### src/rtl/gpio_lp_pkg.sv
// Package: shared power-mode encoding and register addresses for the port.
// Assumes the mode code is three bits wide. Codes above 4 are unused and
// treated as normal operation.
package gpio_lp_pkg;
    typedef enum logic [2:0] {
        PM_RUN   = 3'd0,
        PM_SLEEP = 3'd1,
        PM_STOP  = 3'd2,
        PM_TBT   = 3'd3,
        PM_WATCH = 3'd4
    } pwr_mode_e;

    localparam logic ADDR_DATA = 1'b0;
    localparam logic ADDR_DIR  = 1'b1;
endpackage

### src/rtl/gpio_lp_lpctl.sv
// Module: isolation decoder. It raises iso_o when the select bit is set and
// the mode is one of the deep modes. The decode is purely combinational, so
// a mode change takes effect in the same cycle.
module gpio_lp_lpctl
    import gpio_lp_pkg::*;
(
    input  logic [2:0] pwr_mode_i,
    input  logic       iso_sel_i,
    output logic       iso_o
);
    logic deep_mode;

    // Flag the modes in which the select bit may isolate the pads.
    always_comb begin
        unique case (pwr_mode_i)
            PM_STOP, PM_TBT, PM_WATCH: deep_mode = 1'b1;
            default:                   deep_mode = 1'b0;
        endcase
    end

    // Combine the mode flag with the select bit.
    always_comb iso_o = deep_mode & iso_sel_i;
endmodule

### src/rtl/gpio_lp_regs.sv
// Module: the data latch and the direction mask, with the bus write path and
// the read multiplexer. The latch has no reset, so its contents are kept
// across a reset. The direction mask resets to all inputs. Reads are
// combinational.
module gpio_lp_regs
    import gpio_lp_pkg::*;
#(
    parameter int W = 8
) (
    input  logic         clk,
    input  logic         rst_n,
    input  logic         we_i,
    input  logic         addr_i,
    input  logic [W-1:0] wdata_i,
    input  logic [W-1:0] in_eff_i,
    output logic [W-1:0] rdata_o,
    output logic [W-1:0] data_o,
    output logic [W-1:0] dir_o
);
    logic [W-1:0] data_q;
    logic [W-1:0] dir_q;

    // Output latch: written from the bus only, never reset.
    always_ff @(posedge clk) begin
        if (we_i && addr_i == ADDR_DATA) data_q <= wdata_i;
    end

    // Direction mask: cleared to inputs on reset, otherwise written from the bus.
    always_ff @(posedge clk) begin
        if (!rst_n)                          dir_q <= '0;
        else if (we_i && addr_i == ADDR_DIR) dir_q <= wdata_i;
    end

    // Read view: the direction mask, or the latch on outputs merged with pad input on inputs.
    always_comb begin
        if (addr_i == ADDR_DIR) rdata_o = dir_q;
        else                    rdata_o = (dir_q & data_q) | (~dir_q & in_eff_i);
    end

    assign data_o = data_q;
    assign dir_o  = dir_q;


    dir_write_chk: assert property (@(posedge clk) disable iff (!rst_n)
        (we_i && addr_i == ADDR_DIR) |=> (dir_q == $past(wdata_i)));

    data_write_chk: assert property (@(posedge clk) disable iff (!rst_n)
        (we_i && addr_i == ADDR_DATA) |=> (data_q == $past(wdata_i)));

    dir_reset_chk: assert property (@(posedge clk) disable iff (!rst_n)
        $rose(rst_n) |-> (dir_q == '0));
endmodule

### src/rtl/gpio_lp_padmux.sv
// Module: per-pin pad control. It gates the output enables and clamps the
// inputs while the pads are isolated. Two pins are peripheral pins: there the
// peripheral enable overrides the port. Isolation does not mask the
// peripheral enable, so the peripheral must release the pin before a deep mode.
module gpio_lp_padmux #(
    parameter int W     = 8,
    parameter int PIN_A = 1,
    parameter int PIN_B = 3
) (
    input  logic         clk,
    input  logic         rst_n,
    input  logic         iso_i,
    input  logic [W-1:0] data_i,
    input  logic [W-1:0] dir_i,
    input  logic [1:0]   periph_oe_i,
    input  logic [1:0]   periph_out_i,
    input  logic [W-1:0] pad_in_i,
    output logic [W-1:0] pad_out_o,
    output logic [W-1:0] pad_oe_o,
    output logic [W-1:0] in_eff_o
);
    logic [W-1:0] port_oe;

    // Port-driven enables: the direction mask, forced off while isolated.
    always_comb port_oe = iso_i ? '0 : dir_i;

    // Input path: pad levels, held at 0 while isolated.
    always_comb in_eff_o = iso_i ? '0 : pad_in_i;

    for (genvar i = 0; i < W; i++) begin : g_pin
        if (i == PIN_A || i == PIN_B) begin : g_periph
            localparam int K = (i == PIN_A) ? 0 : 1;
            assign pad_oe_o[i]  = periph_oe_i[K] | port_oe[i];
            assign pad_out_o[i] = periph_oe_i[K] ? periph_out_i[K] : data_i[i];


            periph_drive_chk: assert property (@(posedge clk) disable iff (!rst_n)
                periph_oe_i[K] |-> (pad_oe_o[i] && pad_out_o[i] == periph_out_i[K]));
        end else begin : g_plain
            assign pad_oe_o[i]  = port_oe[i];
            assign pad_out_o[i] = data_i[i];
        end
    end


    iso_oe_chk: assert property (@(posedge clk) disable iff (!rst_n)
        (iso_i && periph_oe_i == 2'b00) |-> (pad_oe_o == '0));

    iso_input_chk: assert property (@(posedge clk) disable iff (!rst_n)
        iso_i |-> (in_eff_o == '0));

    dir_oe_chk: assert property (@(posedge clk) disable iff (!rst_n)
        (!iso_i && periph_oe_i == 2'b00) |-> (pad_oe_o == dir_i));
endmodule

### src/rtl/gpio_lp_port.sv
// Module: top of the eight-bit port. It connects the isolation decoder, the
// register file and the pad multiplexer. It assumes the pads feed pad_in back
// from the pin, and that the bus holds its address for the whole cycle of a read.
module gpio_lp_port #(
    parameter int W     = 8,
    parameter int PIN_A = 1,
    parameter int PIN_B = 3
) (
    input  logic         clk,
    input  logic         rst_n,
    input  logic         bus_we,
    input  logic         bus_addr,
    input  logic [W-1:0] bus_wdata,
    output logic [W-1:0] bus_rdata,
    input  logic [2:0]   pwr_mode,
    input  logic         iso_sel,
    input  logic [1:0]   periph_oe,
    input  logic [1:0]   periph_out,
    input  logic [W-1:0] pad_in,
    output logic [W-1:0] pad_out,
    output logic [W-1:0] pad_oe
);
    logic         iso;
    logic [W-1:0] data_q;
    logic [W-1:0] dir_q;
    logic [W-1:0] in_eff;

    gpio_lp_lpctl u_lpctl (
        .pwr_mode_i (pwr_mode),
        .iso_sel_i  (iso_sel),
        .iso_o      (iso)
    );

    gpio_lp_regs #(.W(W)) u_regs (
        .clk      (clk),
        .rst_n    (rst_n),
        .we_i     (bus_we),
        .addr_i   (bus_addr),
        .wdata_i  (bus_wdata),
        .in_eff_i (in_eff),
        .rdata_o  (bus_rdata),
        .data_o   (data_q),
        .dir_o    (dir_q)
    );

    gpio_lp_padmux #(.W(W), .PIN_A(PIN_A), .PIN_B(PIN_B)) u_padmux (
        .clk          (clk),
        .rst_n        (rst_n),
        .iso_i        (iso),
        .data_i       (data_q),
        .dir_i        (dir_q),
        .periph_oe_i  (periph_oe),
        .periph_out_i (periph_out),
        .pad_in_i     (pad_in),
        .pad_out_o    (pad_out),
        .pad_oe_o     (pad_oe),
        .in_eff_o     (in_eff)
    );


    sleep_no_iso_chk: assert property (@(posedge clk) disable iff (!rst_n)
        (pwr_mode == 3'd1 || pwr_mode == 3'd0 || pwr_mode > 3'd4) |-> !iso);

    nosel_no_iso_chk: assert property (@(posedge clk) disable iff (!rst_n)
        !iso_sel |-> !iso);
endmodule

### config.mk
export PLATFORM = sky130hd
export DESIGN_NAME = gpio_lp_port
export DESIGN_NICKNAME = d
export VERILOG_FILES = /design/src/rtl/gpio_lp_pkg.sv /design/src/rtl/gpio_lp_lpctl.sv /design/src/rtl/gpio_lp_regs.sv /design/src/rtl/gpio_lp_padmux.sv /design/src/rtl/gpio_lp_port.sv
export SDC_FILE = /design/constraint.sdc
export NUM_CORES = 1
export LEC_CHECK = 0
export BUFFER_PORTS_ARGS = -buffer_cell sky130_fd_sc_hd__buf_2
export CAP_MARGIN = 20
export CORE_MARGIN = 2
export CORE_UTILIZATION = 45
export DETAILED_ROUTE_END_ITERATION = 8
export PLACE_DENSITY = 0.8
export SLEW_MARGIN = 20
export SYNTH_ARGS = -nofsm -noshare
export SYNTH_HDL_FRONTEND = slang
export SYNTH_SLANG_ARGS = --single-unit
### constraint.sdc
create_clock -name clk -period 1.9 [get_ports clk]
set_input_delay 0.19 -clock clk [delete_from_list [all_inputs] [get_ports clk]]
set_output_delay 0.19 -clock clk [all_outputs]
set_load 0.005 [all_outputs]
==> results of run 1 <==
[layout make-up]
class	count	share of cell area (%)
timing repair buffer	52	23.1
sequential	16	35.1
clock inverter	1	0.329
tap	27	2.96
multi-input combinational	63	36.6
clock buffer	3	1.98
[power groups by stage]
stage	clock, W	combinational (W)	sequential, W
after floorplan	0	0.0000882	0.000400
after global placement	0	0.000143	0.000403
after detailed placement	0	0.000147	0.000404
after CTS	0.000184	0.000148	0.000396
after global routing	0.000203	0.000162	0.000399
final	0.000182	0.000146	0.000396
[state kept, by name (all words and copies together) (netlist names)]
| signal | count |
|---|---|
| u_regs.data_o | 8 |
| u_regs.dir_o | 8 |
[logic make-up after synthesis]
kind of cell | share of synthesized area, %
AND/OR/NAND/NOR | 19.5
flip-flops | 44.8
AO/OA/AOI/OAI | 24.6
buffers and inverters | 8.54
multiplexers | 2.52
[stage by stage]
step	cell area, um2	cells	utilization (%)	worst slack, ns
final	1140	162	59.3	0.534
after detailed placement	1110	158	57.9	0.530
after global placement	1110	158	57.9	0.589
after CTS	1140	162	59.3	0.528
after global routing	1140	162	59.3	0.469
after floorplan	893	90	-	0.620
[worst register-to-register path, stage by stage, from the launching register on]
cell      delay (ns)
dfxtp_1         0.38
nand2_1         0.07
a21boi_1        0.15
[how the worst max path moves through the flow]
stage	start	endpoint	slack, ns	depth (start not counted)
2_1_floorplan	bus_addr	u_regs.data_o[0]	0.62	3
3_3_place_gp	pwr_mode[1]	bus_rdata[2]	0.59	5
3_5_place_dp	bus_we	u_regs.data_o[6]	0.53	2
4_1_cts	u_regs.data_o[0]	bus_rdata[0]	0.53	3
5_1_grt	u_regs.data_o[6]	bus_rdata[6]	0.47	3
6_report	u_regs.data_o[0]	bus_rdata[0]	0.53	3
[placed cells by master (no fill, tap or decap), types with 3 or more instances in the layout]
master | Yosys | final
nand2_1 | 9 | 9
nor2_1 | 7 | 7
nand3_1 | 8 | 8
a31o_1 | 7 | 7
buf_2 | 4 | 51
clkbuf_4 | 0 | 3
edfxtp_1 | 8 | 8
a21boi_1 | 8 | 8
o21a_1 | 7 | 7
and2_1 | 6 | 6
dfxtp_1 | 8 | 8
[layer usage]
metal | vias up | wire length (um)
met4 | 0 | 6
met1 | 372 | 821
met3 | 2 | 155
met5 | - | 0
met2 | 37 | 997
li1 | 403 | -
==> results.tsv, run 1 <==
stage	metric	value	unit
logic_synthesis	synth-seq-cells	16	
sta	final.period_utilization	71.9	%
worst_setup_path	crit_path_top_delay_cell	edfxtp_1	
clock_tree	clock_sinks	16	
logic_synthesis	synth_edf_count	8	
sta	clock_skew	0	ns
global_route	antenna_found_initial	0	
worst_hold_path	min_from	bus_wdata[0]	
pwr	p_sw_share	25.7	%
floorplanning	coreArea	1920	um2
final_layout	multi_input_area	417	um2
clock_tree	h-tree-depth	1	
sta	slew_headroom	52.7	%
pwr	p_int	0.000538	W
logic_synthesis	ys_top_cells_by_count	nand2_1, a21boi_1, dfxtp_1, edfxtp_1, nand3_1	
worst_setup_path	rr_worst_depth	2	
global_route	grt_overflow	0	
clock_tree	cts_buffer_depth	2	
route	wirelength	1.98	mm
logic_synthesis	ys_seq_area_share	44.8	%
clock_tree	clockRootBuffer	clkbuf_4	
logic_synthesis	avgSynthCellArea	9.93	um2
worst_setup_path	worstReg2RegStart	u_regs.dir_o[7]	
sta	tns	0	ns
worst_hold_path	hold_path_depth	1	
logic_synthesis	synth.most_common_cell	nand2_1	
logic_synthesis	ys.flop_type	edfxtp_1	
clock_tree	holdBufCountCts	0	
final_layout	nets	164	
worst_hold_path	hold_path.class	in -> reg	
global_route	grtUsageTotal	18.0	%
run_status	status	finished clean	
sta	max_freq	0.732	GHz
pwr	power_density	636	nW/um2
logic_synthesis	yosysTopAreaCellShare	26.9	%
worst_hold_path	hold_path_end	u_regs.data_o[0]	
clock_tree	numCtsBuffers	3	
final_layout	layout-drive-gt1-share	44.4	%
worst_setup_path	crit_chain	o21a_1 -> a31o_1 -> buf_2	
placement	place.gp.congestion	0.677	
final_layout	diodes	0	
floorplanning	ios	52	
pwr	total_power	0.000725	W
global_route	grt_pass1_vias	783	
sta	grt_setup_unrepaired	false	
worst_setup_path	r2r_end	u_regs.dir_o[7]	
route	avgRoutedWirePerCell	12.2	um
pwr	cellLeakagePower	0.533	nW
clock_tree	clock_latency	0.28	ns
placement	port_buffers	51	
pwr	power_frac_clock	25.2	%
floorplanning	dieHeight	48.6	um
floorplanning	die_x	48.6	um
pwr	peakVddDrop	0.403	mV
logic_synthesis	async_flop_share	0	%
final_layout	num-fill-cells	189	
worst_setup_path	critPathCaptureType	primary output	
floorplanning	rows	16	
route	dr.pass1.iters	4	
worst_setup_path	critPathMaxFanout	2	
worst_setup_path	required	1.71	ns
pwr	seq_power_share	54.7	%
clock_tree	cts_tree	yes	
floorplanning	dieArea	2360	um2
worst_setup_path	cp.arrival	1.18	ns
route	via_per_inst	5.02	
pwr	p_switching	0.000186	W
clock_tree	cts_setup_buffers	0	
route	postRouteAntennaNets	0	
logic_synthesis	syn-num-nets	118	
placement	dp_hpwl	1.45	mm
global_route	grt_pass1_wl	3.38	mm
floorplanning	initial_utilization	46.5	%
logic_synthesis	synth_cell_types	21	
sta	tightest_slew	0.708	ns
logic_synthesis	ys_warn_count	0	
worst_setup_path	critPathTopFamily	flip-flops	
worst_setup_path	path_class	reg -> out	
global_route	grtUsageMet1	23.3	%
clock_tree	clk_pin_slew	0.09	ns
pwr	p_comb_share	20.2	%
sta	hold_violations	0	
global_route	busiest_layer	met2	
global_route	grt_max_degree	25	
sta	slew_violations	0	
logic_synthesis	synth_top_cell_by_area	edfxtp_1	
global_route	use_met3	3.70	%
job	cap_viol_max_count	0	
final_layout	seq_area	400	um2
global_route	grt_use_met2	30.1	%
sta	min_period	1.37	ns
sta	whs	0.0930	ns
route	vias	814	
route	drtIter0Drc	9	
clock_tree	cts-resized-gates	0	
final_layout	syn_to_final_growth	27.6	%
worst_setup_path	rrSetupSlack	1.24	ns
worst_setup_path	cpPeakStageDelay	0.41	ns
worst_setup_path	crit_buf_inv	1	
route	drc	0	
worst_setup_path	crit_path_start_kind	register	
logic_synthesis	ys_top_cells_by_area	edfxtp_1, dfxtp_1, a31o_1, a21boi_1, o21a_1	
sta	setup_viol	0	
logic_synthesis	synthCells	90	
logic_synthesis	syn-cell-area	893	um2
Power figures use the tool's default switching activity.
==> run 2, diff against run 1 <==
CORE_UTILIZATION = 42   (was 45)
PLACE_DENSITY = 0.75   (was 0.8)
clock period = 1.43 ns   (was 1.9 ns; I/O delays follow)
==> run 2 against run 1 <==
Against the previous run: combinational power is 35% higher; power is 39% higher; worst setup slack worse by 0.41 ns; critical path type unchanged; sequential power is 33% higher; sequential share of layout area is 0.53 points lower; hold slack worse by 0.043 ns.
==> results.tsv, run 2 (synthesis results as in run 1) <==
stage	metric	value	unit	change
run_status	status	finished clean		
final_layout	layout.cells.most_common	buf_2		
clock_tree	cts_tree	yes		
sta	grt_setup_unrepaired	false		
sta	max_freq	0.768	GHz	
global_route	grt_pass1_vias	759		-3.1%
worst_setup_path	path_class	reg -> out		
clock_tree	cts-resized-gates	0		unchanged
route	avgRoutedWirePerCell	12.7	um	+3.9%
clock_tree	clk_pin_slew	0.09	ns	about the same
final_layout	layout.cells.non_filler	163		+0.62%
clock_tree	numCtsBuffers	3		unchanged
sta	clock_skew	0	ns	unchanged
placement	port_buffers	51		unchanged
floorplanning	coreArea	1980	um2	+3.1%
final_layout	layout-drive-gt1-share	45.6	%	+1.1 points
placement	pre_cts_slack	0.202	ns	-0.328 ns
sta	tightest_slew	0.435	ns	-0.272 ns
final_layout	nets	165		+0.61%
clock_tree	cts_setup_buffers	0		unchanged
clock_tree	clock_sinks	16		unchanged
clock_tree	clockRootBuffer	clkbuf_4		
sta	postLayoutSetupSlackWorst	0.127	ns	-0.407 ns
final_layout	layout_common_cells	buf_2, nand2_1		
placement	place.gp.congestion	0.704		+4.0%
job	cap_viol_max_count	0		unchanged
pwr	total_power	0.00101	W	+39%
floorplanning	initial_utilization	45.1	%	-1.4 points
sta	final.period_utilization	91.1	%	
worst_setup_path	critPathMaxFanout	2		unchanged
sta	hold_violations	0		unchanged
floorplanning	dieArea	2510	um2	+6.5%
floorplanning	ios	52		unchanged
worst_hold_path	hold_path.class	in -> reg		
final_layout	syn_to_final_growth	29.6	%	
placement	place_inst	159		+0.63%
floorplanning	dieHeight	50.1	um	+3.2%
placement	dp_hpwl	1.68	mm	+15%
route	wirelength	2.07	mm	+4.6%
route	dr.pass1.iters	4		unchanged
global_route	grt_max_degree	27		+8.0%
global_route	grtUsageTotal	17.3	%	-0.72 points
floorplanning	rows	16		unchanged
global_route	grt_overflow	0		unchanged
global_route	grt_pass1_wl	3.31	mm	-2.2%
floorplanning	die_x	50.1	um	+3.2%
worst_setup_path	required	1.29	ns	-0.42 ns
route	drtIter0Drc	13		+4
sta	setup_viol	0		unchanged
clock_tree	cts_buffer_depth	2		unchanged
pwr	power_density	873	nW/um2	+37%
final_layout	diodes	0		unchanged
route	drc	0		unchanged
sta	slew_violations	0		unchanged
worst_setup_path	critPathCaptureType	primary output		
pwr	peakVddDrop	0.525	mV	+30%
worst_setup_path	crit_path_start_kind	register		
route	via_per_inst	4.96		-1.3%
sta	slew_headroom	71.0	%	+18 points
pwr	cellLeakagePower	0.543	nW	+2.0%
worst_setup_path	cp.arrival	1.16	ns	-0.02 ns
route	postRouteAntennaNets	0		unchanged
global_route	antenna_found_initial	0		unchanged
clock_tree	holdBufCountCts	0		unchanged
sta	tns	0	ns	unchanged
clock_tree	clock_latency	0.28	ns	about the same
route	vias	808		-0.74%
sta	min_period	1.30	ns	
clock_tree	h-tree-depth	1		unchanged
==> run 2: cell types whose count changed in the layout (fill, tap and decap cells not counted) <==
| cell | previous run | this run |
|---|---|---|
| buf_4 | 1 | 2 |
| clkbuf_8 | 0 | 1 |
| clkinv_1 | 1 | 0 |
==> run 2: power by group <==
group / switching (W) / leakage, nW / internal, W
sequential: 0.0000171 / 0.140 / 0.000509
combinational: 0.0000908 / 0.382 / 0.000107
clock: 0.000132 / 0.0210 / 0.000155
total: 0.000240 / 0.543 / 0.000770
==> run 2: metrics by stage <==
step | area (um2) | hold WS, ns | utilization, %
floorplan | 893 | 0.242 | -
global placement | 1120 | 0.338 | 56.6
detailed placement | 1120 | 0.339 | 56.6
CTS | 1160 | 0.0426 | 58.4
global route | 1160 | 0.0402 | 58.4
finish | 1160 | 0.0497 | 58.4
==> run 2: metal layers <==
| metal | routed length (um) | share of wire (%) | global-route usage (%) | vias to the layer above |
|---|---|---|---|---|
| met2 | 1030 | 50 | 29.8 | 28 |
| met5 | 0 | 0 | 0 | - |
| met1 | 886 | 43 | 21.5 | 369 |
| met3 | 149 | 7.2 | 3.33 | 2 |
| li1 | - | - | - | 409 |
| met4 | 9 | 0.43 | 5.56 | 0 |
==> run 2: critical path: stages, from the launching register on <==
cell and delay, ns:
edfxtp_1 0.39, o21a_1 0.19, a31o_1 0.18, buf_2 0.12
==> run 2: final cells by class <==
class	instances	area, um2
Multi-Input combinational cell	63	417
Sequential cell	16	400
Fill cell	190	825
Timing Repair Buffer	53	270
Clock buffer	4	36.3
Tap cell	27	33.8
==> run 2: path summary, 6_finish.rpt <==
path / from / end / depth (start not counted) / slack, ns
max: u_regs.data_o[2] / bus_rdata[2] / 3 / 0.13
min: bus_wdata[6] / u_regs.data_o[6] / 1 / 0.05
max reg2reg: u_regs.dir_o[3] / u_regs.dir_o[3] / 2 / 0.77
min reg2reg: u_regs.dir_o[0] / u_regs.dir_o[0] / 2 / 0.50
==> run 3, diff against run 2 <==
CORE_UTILIZATION = 40   (was 42)
PLACE_DENSITY = 0.72   (was 0.75)
==> run 3 against run 2 <==
Against the previous run: flip-flop and latch count did not move; highest routed layer unchanged; clock-buffer cell count fell by 1; routed wire length fell by 2.7%; worst setup slack got worse by 0.0097 ns; largest cell class unchanged; sequential power barely moved; critical endpoint is now bus_rdata[5]; critical path depth did not move; global-route usage fell by 1.4 points; utilization fell by 5.6 points.
==> results.tsv, run 3 (synthesis results as in run 1) <==
stage	metric	value	unit	change
run_status	status	finished clean		
worst_setup_path	critPathCaptureType	primary output		
worst_setup_path	cp.arrival	1.17	ns	about the same
sta	slew_violations	0		unchanged
sta	max_freq	0.762	GHz	-0.74%
global_route	grt_max_degree	27		unchanged
pwr	cellLeakagePower	0.536	nW	-1.3%
global_route	grtUsageTotal	16.0	%	-1.4 points
worst_setup_path	crit_path_top_delay_cell	edfxtp_1		
pwr	p_sw_share	24.7	%	+0.99 points
pwr	p_comb_share	20.8	%	+1.3 points
worst_hold_path	hold_path_depth	1		unchanged
worst_hold_path	hold_path.class	in -> reg		
pwr	total_power	0.000947	W	-6.2%
pwr	seq_power_share	55.5	%	+3.4 points
global_route	grt_pass1_vias	703		-7.4%
clock_tree	numCtsBuffers	3		unchanged
worst_setup_path	critPathMaxFanout	2		unchanged
final_layout	num-fill-cells	206		+8.4%
route	dr.pass1.iters	4		unchanged
route	drtIter0Drc	11		-2
route	drc	0		unchanged
floorplanning	die_x	51.3	um	+2.3%
global_route	antenna_found_initial	0		unchanged
worst_setup_path	crit_chain	o21a_1 -> a31o_1 -> buf_2		
clock_tree	cts-resized-gates	0		unchanged
placement	pre_cts_slack	0.169	ns	-0.0328 ns
clock_tree	clock_latency	0.27	ns	about the same
clock_tree	clk_pin_slew	0.08	ns	about the same
sta	clock_skew	0	ns	unchanged
clock_tree	cts_buffer_depth	2		unchanged
worst_setup_path	path_class	reg -> out		
sta	tns	0	ns	unchanged
worst_setup_path	rrSetupSlack	0.76	ns	about the same
clock_tree	cts_setup_buffers	0		unchanged
sta	grt_setup_unrepaired	false		
final_layout	nets	165		unchanged
floorplanning	initial_utilization	41.2	%	-3.9 points
route	wirelength	2.02	mm	-2.7%
pwr	peakVddDrop	0.486	mV	-7.3%
final_layout	layout.cells.non_filler	163		unchanged
clock_tree	h-tree-depth	1		unchanged
job	cap_viol_max_count	0		unchanged
worst_setup_path	worstReg2RegStart	u_regs.dir_o[7]		
floorplanning	ios	52		unchanged
worst_hold_path	hold_path_end	u_regs.data_o[1]		
clock_tree	holdBufCountCts	0		unchanged
floorplanning	dieHeight	51.3	um	+2.3%
placement	dp_hpwl	1.54	mm	-8.2%
pwr	p_int	0.000713	W	-7.4%
worst_setup_path	required	1.29	ns	about the same
pwr	power_frac_clock	23.7	%	-4.7 points
floorplanning	coreArea	2170	um2	+9.5%
sta	min_period	1.31	ns	+0.00965 ns
global_route	grt_pass1_wl	3.15	mm	-4.8%
route	postRouteAntennaNets	0		unchanged
clock_tree	clock_sinks	16		unchanged
final_layout	postLayoutCoreUtil	52.8	%	-5.6 points
route	vias	817		+1.1%
worst_hold_path	min_from	bus_wdata[1]		
global_route	grt_overflow	0		unchanged
placement	place_inst	160		+0.63%
sta	slew_headroom	70.2	%	-0.81 points
sta	hold_violations	0		unchanged
placement	port_buffers	51		unchanged
worst_setup_path	critPathTopFamily	flip-flops		
final_layout	layout-drive-gt1-share	45.2	%	-0.40 points
floorplanning	dieArea	2630	um2	+4.6%
pwr	power_density	827	nW/um2	-5.2%
route	via_per_inst	5.01		+1.1%
final_layout	layout_common_cells	buf_2, nand2_1		
worst_setup_path	crit_buf_inv	1		unchanged
pwr	p_switching	0.000234	W	-2.3%
worst_setup_path	cpPeakStageDelay	0.40	ns	about the same
sta	postLayoutSetupSlackWorst	0.118	ns	-0.00965 ns
worst_setup_path	crit_path_start_kind	register		
worst_setup_path	r2r_end	u_regs.dir_o[7]		
sta	setup_viol	0		unchanged
worst_setup_path	rr_worst_depth	2		unchanged
floorplanning	rows	17		+1
route	avgRoutedWirePerCell	12.4	um	-2.7%
clock_tree	cts_tree	yes		
sta	final.period_utilization	91.8	%	+0.67 points
placement	place.gp.congestion	0.746		+6.0%
final_layout	layout.cells.most_common	buf_2		
final_layout	syn_to_final_growth	28.2	%	
clock_tree	clockRootBuffer	clkbuf_4		
final_layout	diodes	0		unchanged
sta	tightest_slew	0.447	ns	+0.0122 ns
run 3: changes by cell type in the layout (fill, tap and decap cells not counted), sizes merged:
cell	change
clkbuf	-1
run 3: how the worst max path moves through the flow:
stage                startpoint                to  slack (ns)  depth (start not counted)
2_1_floorplan          bus_addr  u_regs.data_o[0]        0.20                          3
3_3_place_gp        pwr_mode[1]      bus_rdata[5]        0.21                          5
3_5_place_dp        pwr_mode[1]      bus_rdata[5]        0.17                          5
4_1_cts        u_regs.data_o[5]      bus_rdata[5]        0.11                          3
5_1_grt        u_regs.data_o[5]      bus_rdata[5]        0.05                          3
6_report       u_regs.data_o[5]      bus_rdata[5]        0.12                          3
run 3: power groups by stage:
| stage | Sequential [W] | Combinational [W] | Clock [W] |
|---|---|---|---|
| after floorplan | 0.000532 | 0.000117 | 0 |
| after global placement | 0.000535 | 0.000193 | 0 |
| after detailed placement | 0.000536 | 0.000199 | 0 |
| after CTS | 0.000526 | 0.000200 | 0.000235 |
| after global routing | 0.000529 | 0.000221 | 0.000253 |
| final | 0.000525 | 0.000197 | 0.000224 |
run 3: final cells by class:
class	count	area (um2)	area share, %
tap	28	35.0	3.06
multi-input combinational	63	417	36.4
sequential	16	400	35.0
timing repair buffer	53	270	23.6
clock buffer	3	22.5	1.97
run 3: metal layers:
layer  wire [um]  global-route usage, %
met3         109                   1.75
met2        1040                   25.5
met5           0                      0
met1         839                   21.6
met4          27                   7.46
run 3: per-stage QoR:
step	hold WS, ns	area (um2)
6_report	0.0526	1140
3_5_place_dp	0.337	1120
5_1_grt	0.0360	1140
2_1_floorplan	0.242	893
4_1_cts	0.0426	1140
3_3_place_gp	0.334	1120
